<file path="config.mk">
export PLATFORM = sky130hd
export DESIGN_NAME = gpio_edge_port
export DESIGN_NICKNAME = d
export VERILOG_FILES = /design/src/rtl/gpio_port_pkg.sv /design/src/rtl/gpio_sync.sv /design/src/rtl/gpio_pad_drive.sv /design/src/rtl/gpio_evt.sv /design/src/rtl/gpio_edge_port.sv
export SDC_FILE = /design/constraint.sdc
export NUM_CORES = 1
export LEC_CHECK = 0
export ABC_AREA = 1
export BUFFER_PORTS_ARGS = -buffer_cell sky130_fd_sc_hd__buf_2
export CAP_MARGIN = 10
export CORE_AREA = 2 2 90 92
export CTS_BUF_LIST = sky130_fd_sc_hd__clkbuf_4 sky130_fd_sc_hd__clkbuf_8
export DETAILED_ROUTE_END_ITERATION = 8
export DIE_AREA = 0 0 92 94
export HOLD_SLACK_MARGIN = 0.08
export MAX_ROUTING_LAYER = met4
export PLACE_DENSITY_LB_ADDON = 0.12
export SLEW_MARGIN = 15
export SYNTH_ARGS = -nofsm -noshare
export SYNTH_HDL_FRONTEND = slang
export SYNTH_SLANG_ARGS = --single-unit
export TNS_END_PERCENT = 50
</file>
<file path="constraint.sdc">
create_clock -name clk -period 1.7 [get_ports clk]
set_input_delay 0.17 -clock clk [delete_from_list [all_inputs] [get_ports clk]]
set_output_delay 0.17 -clock clk [all_outputs]
set_load 0.1 [all_outputs]
</file>
<file path="src/rtl/gpio_port_pkg.sv">
package gpio_port_pkg;
  typedef enum logic [1:0] {
    DRV_IN     = 2'b00,
    DRV_PUSH   = 2'b01,
    DRV_SINK   = 2'b10,
    DRV_SOURCE = 2'b11
  } drv_mode_e;

  localparam int ADDR_W = 6;
  localparam int DATA_W = 32;

  localparam logic [ADDR_W-1:0] OFS_DIN   = 6'h04;
  localparam logic [ADDR_W-1:0] OFS_DOUT  = 6'h08;
  localparam logic [ADDR_W-1:0] OFS_MODE  = 6'h0C;
  localparam logic [ADDR_W-1:0] OFS_PULL  = 6'h10;
  localparam logic [ADDR_W-1:0] OFS_EVT   = 6'h14;
  localparam logic [ADDR_W-1:0] OFS_EN    = 6'h18;
  localparam logic [ADDR_W-1:0] OFS_FORCE = 6'h1C;
  localparam logic [ADDR_W-1:0] OFS_EDGE  = 6'h20;
endpackage

</file>
<file path="src/rtl/gpio_sync.sv">
module gpio_sync #(
  parameter int W = 8
) (
  input  logic         clk,
  input  logic         rst_n,
  input  logic [W-1:0] d,
  output logic [W-1:0] q,
  output logic [W-1:0] q_prev
);
  logic [W-1:0] meta_q;

  // Two synchroniser stages, plus one more flop so edges can be detected.
  always_ff @(posedge clk or negedge rst_n) begin
    if (!rst_n) begin
      meta_q <= '0;
      q      <= '0;
      q_prev <= '0;
    end else begin
      meta_q <= d;
      q      <= meta_q;
      q_prev <= q;
    end
  end

  // q_prev must always hold the value q had one cycle earlier.
  p_prev_tracks_r7: assert property (@(posedge clk) disable iff (!rst_n)
    1'b1 |=> (q_prev == $past(q)));
endmodule

</file>
<file path="src/rtl/gpio_pad_drive.sv">
module gpio_pad_drive
  import gpio_port_pkg::*;
(
  input  logic [1:0] mode,
  input  logic       dout,
  output logic       oe,
  output logic       out
);
  always_comb begin
    unique case (drv_mode_e'(mode))
      DRV_IN:     oe = 1'b0;
      DRV_PUSH:   oe = 1'b1;
      DRV_SINK:   oe = ~dout;
      DRV_SOURCE: oe = dout;
      default:    oe = 1'b0;
    endcase
  end

  assign out = dout;
endmodule

</file>
<file path="src/rtl/gpio_evt.sv">
module gpio_evt #(
  parameter int N = 8
) (
  input  logic         clk,
  input  logic         rst_n,
  input  logic [N-1:0] lvl,
  input  logic [N-1:0] lvl_prev,
  input  logic [N-1:0] rise_sel,
  input  logic [N-1:0] force_v,
  input  logic [N-1:0] clr_v,
  input  logic [N-1:0] en,
  output logic [N-1:0] evt,
  output logic         irq
);
  logic [N-1:0] rise, fall, hit, set_v;

  assign rise  = lvl & ~lvl_prev;
  assign fall  = ~lvl & lvl_prev;
  assign hit   = (rise & rise_sel) | (fall & ~rise_sel);
  assign set_v = hit | force_v;

  // When a set and a clear meet in the same cycle, the set takes priority.
  always_ff @(posedge clk or negedge rst_n) begin
    if (!rst_n) evt <= '0;
    else        evt <= (evt & ~clr_v) | set_v;
  end

  assign irq = |(evt & en);

  p_set_wins_r9: assert property (@(posedge clk) disable iff (!rst_n)
    1'b1 |=> ((~evt & $past(set_v)) == '0));
  p_clear_r8: assert property (@(posedge clk) disable iff (!rst_n)
    1'b1 |=> ((evt & $past(clr_v & ~set_v)) == '0));
  p_hold_r8: assert property (@(posedge clk) disable iff (!rst_n)
    1'b1 |=> ((evt ^ $past(evt)) == ($past(clr_v | set_v) & (evt ^ $past(evt)))));
  p_masked_r11: assert property (@(posedge clk) disable iff (!rst_n)
    (en == '0) |-> !irq);
  p_edge_needs_change_r7: assert property (@(posedge clk) disable iff (!rst_n)
    (hit != '0) |-> (lvl != lvl_prev));
endmodule

</file>
<file path="src/rtl/gpio_edge_port.sv">
module gpio_edge_port
  import gpio_port_pkg::*;
#(
  parameter int N_PINS = 8
) (
  input  logic                     clk,
  input  logic                     rst_n,
  input  logic [5:0]               reg_addr,
  input  logic                     reg_we,
  input  logic [31:0]              reg_wdata,
  output logic [31:0]              reg_rdata,
  input  logic [N_PINS-1:0]        pin_in,
  output logic [N_PINS-1:0]        pad_out,
  output logic [N_PINS-1:0]        pad_oe,
  output logic [N_PINS-1:0]        pad_pull_en,
  output logic                     irq
);
  localparam int MODE_W = 2 * N_PINS;

  logic [N_PINS-1:0] dout_q, pull_q, en_q, force_q, edge_q;
  logic [MODE_W-1:0] mode_q;
  logic [N_PINS-1:0] lvl, lvl_prev, evt, clr_v;

  function automatic logic hit(input logic [5:0] ofs);
    return reg_we && (reg_addr == ofs);
  endfunction

  always_ff @(posedge clk or negedge rst_n) begin
    if (!rst_n) begin
      dout_q  <= '0;
      mode_q  <= '0;
      pull_q  <= '0;
      en_q    <= '0;
      force_q <= '0;
      edge_q  <= '0;
    end else begin
      if (hit(OFS_DOUT))  dout_q  <= reg_wdata[N_PINS-1:0];
      if (hit(OFS_MODE))  mode_q  <= reg_wdata[MODE_W-1:0];
      if (hit(OFS_PULL))  pull_q  <= reg_wdata[N_PINS-1:0];
      if (hit(OFS_EN))    en_q    <= reg_wdata[N_PINS-1:0];
      if (hit(OFS_FORCE)) force_q <= reg_wdata[N_PINS-1:0];
      if (hit(OFS_EDGE))  edge_q  <= reg_wdata[N_PINS-1:0];
    end
  end

  assign clr_v = hit(OFS_EVT) ? reg_wdata[N_PINS-1:0] : '0;

  always_comb begin
    reg_rdata = '0;
    unique case (reg_addr)
      OFS_DIN:   reg_rdata = 32'(lvl);
      OFS_DOUT:  reg_rdata = 32'(dout_q);
      OFS_MODE:  reg_rdata = 32'(mode_q);
      OFS_PULL:  reg_rdata = 32'(pull_q);
      OFS_EVT:   reg_rdata = 32'(evt);
      OFS_EN:    reg_rdata = 32'(en_q);
      OFS_FORCE: reg_rdata = 32'(force_q);
      OFS_EDGE:  reg_rdata = 32'(edge_q);
      default:   reg_rdata = '0;
    endcase
  end

  gpio_sync #(.W(N_PINS)) u_sync (
    .clk(clk), .rst_n(rst_n), .d(pin_in), .q(lvl), .q_prev(lvl_prev)
  );

  gpio_evt #(.N(N_PINS)) u_evt (
    .clk(clk), .rst_n(rst_n), .lvl(lvl), .lvl_prev(lvl_prev),
    .rise_sel(edge_q), .force_v(force_q), .clr_v(clr_v), .en(en_q),
    .evt(evt), .irq(irq)
  );

  assign pad_pull_en = ~pull_q;

  for (genvar i = 0; i < N_PINS; i++) begin : g_pin
    gpio_pad_drive u_drv (
      .mode(mode_q[2*i +: 2]), .dout(dout_q[i]),
      .oe(pad_oe[i]), .out(pad_out[i])
    );

    p_input_hiz_r4: assert property (@(posedge clk) disable iff (!rst_n)
      (mode_q[2*i +: 2] == DRV_IN) |-> !pad_oe[i]);
    p_sink_low_r4: assert property (@(posedge clk) disable iff (!rst_n)
      (pad_oe[i] && mode_q[2*i +: 2] == DRV_SINK) |-> !pad_out[i]);
    p_source_high_r4: assert property (@(posedge clk) disable iff (!rst_n)
      (pad_oe[i] && mode_q[2*i +: 2] == DRV_SOURCE) |-> pad_out[i]);
    p_force_sets_r10: assert property (@(posedge clk) disable iff (!rst_n)
      force_q[i] |=> evt[i]);
  end
endmodule

</file>
==> flow_summary_export.csv <==
group,metric,value,unit
flow_run,max_cap_viol_count,0,
clock_network,clock_latency,370,ps
run_status,status,"completed",
layout,postLayoutCellArea,5580,µm²
layout,num_antenna_cells,0,
logic_synthesis,avgSynthCellArea,8.09,µm²
drt,viasPerCell,5.49,
clock_network,clkSinkCount,88,
layout,mostFrequentLayoutCells,"159 x nand2_1, 87 x dfrtp_1, 48 x buf_2, 45 x o21ai_0, 40 x nand3_1",
logic_synthesis,synthDistinctLibCells,27,
timing,period_share,0.962,
layout,final_common_cell,"nand2_1",
worst_hold_path,holdPathStages,3,
place,placed_area,5170,µm²
setup_path,crit_family,"buffers and inverters",
timing,slew_headroom,0.601,
clock_network,h-tree-depth,3,
logic_synthesis,synth_compound_area_frac,0.0637,
logic_synthesis,syn_inst,554,
global_route,grt.total_usage,0.304,
setup_path,reg2reg_to,"u_evt.evt[3]$_DFF_PN0_",
setup_path,cp-start-kind,"flop",
setup_path,worst-path-buf-inv,1,
timing,drv_slew,0,
clock_network,cts_buffer_depth,2,
place,finalWeightedCongestion,0.909,
clock_network,root_buffer,"clkbuf_8",
power,p_int,0.00335,W
logic_synthesis,muxShareOfSynthArea,0,
layout,drive_gt1_frac,0.217,
clock_network,clkTransAtPathRegs,100,ps
drt,drtIter0Drc,341,
worst_hold_path,whs_endpoint,"force_q[0]$_DFFE_PN0P_",
power,p_comb_frac,0.359,
logic_synthesis,netlist_area,4480,µm²
place,dp_hpwl,8250,µm
logic_synthesis,synth_top_family_by_area,"simple AND/OR/NAND/NOR gates",
setup_path,crit_type,"flop to primary output",
global_route,grt_pass1_wl,20000,µm
layout,final_nets,684,
clock_network,cts_buffers,9,
power,netSwitchingPower,0.00276,W
power,seq_power_share,0.410,
timing,clock_skew,9.23,ps
timing,final_hold_viol_count,0,
clock_network,cts_tree,"yes",
global_route,grt_pass1_vias,4100,
drt,first_pass_iters,5,
logic_synthesis,synth_fa_ha_area_frac,0,
setup_path,end_kind,"primary output",
drt,routed-via-count,4071,
place,port_buffers,73,
setup_path,path_cells,"nand2_1, xor2_1, buf_2",
setup_path,crit_start,"mode_q[1]$_DFFE_PN0P_",
power,power_leakage,2.83,nW
drt,drc,0,
die,die_width,92,µm
place,dp.cells,708,
layout,num-fill-cells,562,
drt,wire_per_inst,16.1,µm
setup_path,crit_slowest_cell,"buf_2",
die,die_h,94,µm
setup_path,rr_worst_depth,4,
power,ir_drop,0.899,mV
setup_path,critPathMaxStageDelay,440,ps
drt,wirelength,11900,µm
power,swShare,0.452,
timing,worst_pin_slew,597,ps
timing,setup_tns,0,ps
power,power_density,1100,nW/µm²
logic_synthesis,yosys.area_share.simple,0.321,
layout,stdcell_count,742,
power,power_frac_clock,0.230,
power,power,0.00611,W
global_route,grt_overflow,0,
worst_hold_path,min-delay-start,"reg_wdata[0]",
timing,min_period,1630,ps
die,io_pins,106,
setup_path,arrival,1460,ps
die,coreArea,7610,µm²
layout,syn_to_final_growth,24.5,%
setup_path,rrSetupSlack,710,ps
timing,worst_hold_slack,120,ps
logic_synthesis,synth-seq-area-share,0.491,
timing,finalSetupViolCount,0,
setup_path,worst_r2r_startpoint,"u_sync.q[3]$_DFF_PN0_",
setup_path,worstPathMaxFanout,3,
logic_synthesis,ys_ff_latch,88,
global_route,grt_max_degree,50,
die,fp.dieArea,8650,µm²
drt,ant_nets,0,
setup_path,cp.required,1530,ps
die,core.rowCount,32,
logic_synthesis,synth-xor-area-share,0.0156,
global_route,antenna_found_initial,0,
logic_synthesis,yosysWarningCount,0,
worst_hold_path,hold_class,"input port to flop",
die,initial_utilization,0.589,
timing,fmax,612,MHz
-- power groups by stage --
stage          registers, W  logic (W)  clock network [W]
6_report            0.00251    0.00220            0.00141
5_1_grt             0.00253    0.00230            0.00150
4_1_cts             0.00250    0.00215            0.00142
3_5_place_dp        0.00254    0.00211                  0
3_3_place_gp        0.00253    0.00208                  0
2_1_floorplan       0.00248    0.00182                  0
-- logic make-up (layout without fill, tap and decap cells) --
kind of cell,after synthesis,count (layout)
and+or+nand+nor,311,311
buffers and inverters,89,160
DFF,88,88
AOI/OAI and AO/OA,57,57
xor gates and xnor gates,8,8
other,1,16
-- synth_stat cells, drive strengths merged --
library cell    n  area [µm²]
a21oi           8        40.0
buf            44         310
clkbuf          7        26.3
conb            1        3.75
dfrtp          88        2200
inv            38         143
nand2         164         633
nand3          41         210
nand4          35         225
nor2           55         273
nor3            8        40.0
nor3b           7        52.6
o21ai          49         245
or2             1        6.26
xor2            8        70.1
-- state kept, by name (all words and copies together) (netlist names) --
| name | count |
|---|---|
| u_sync.meta_q | 8 |
| u_sync.q | 8 |
| force_q | 8 |
| u_sync.q_prev | 8 |
| pull_q | 8 |
| en_q | 8 |
| edge_q | 8 |
| mode_q | 16 |
| u_evt.evt | 8 |
| dout_q | 8 |
-- layout make-up --
| cell class | instances | area, µm² | share of cell area |
|---|---|---|---|
| clock inverters | 7 | 63.8 | 0.0114 |
| inverters | 38 | 143 | 0.0256 |
| flip-flops and latches | 88 | 2200 | 0.395 |
| multi-input cells | 392 | 1890 | 0.339 |
| repair buffers | 106 | 1020 | 0.183 |
| well taps | 102 | 128 | 0.0229 |
| clock buffers | 9 | 124 | 0.0222 |
-- how the worst max path moves through the flow --
stage	end	slack, ps	cells past startpoint
6_report	pad_oe[0]	70	3
5_1_grt	pad_oe[3]	-0.8	4
4_1_cts	irq	30	4
3_5_place_dp	mode_q[8]$_DFFE_PN0P_	120	8
3_3_place_gp	mode_q[8]$_DFFE_PN0P_	160	8
2_1_floorplan	reg_rdata[10]	-110	6
-- through the flow --
step / util / setup WS, ps
after CTS: 0.727 / 33.8
after global placement: 0.680 / 165
final: 0.733 / 65.1
after floorplan: - / -114
after global routing: 0.733 / -0.763
after detailed placement: 0.680 / 122
-- worst min-delay path, cell delays in order --
cell     delay, ps
buf_2          160
nand2_1         80
nand2_1         40
-- repair_timing --
action | 4_1_cts | 5_1_grt
setup buffers | 0 | 1
hold buffers | 17 | 0
cloned | 0 | 0
endpoints found under the hold margin | 104 | 0
endpoints found under the setup margin | 1 | 9
resized for setup | 1 | 10
-- per-layer routing --
| metal | GRT usage | part of all wire | vias to the layer above |
|---|---|---|---|
| li1 | - | - | 1913 |
| met1 | 0.388 | 0.41 | 1919 |
| met2 | 0.488 | 0.48 | 215 |
| met3 | 0.0642 | 0.083 | 24 |
| met4 | 0.106 | 0.025 | 0 |
| met5 | - | 0 | - |
No activity file was read; power rests on OpenSTA's default activity.
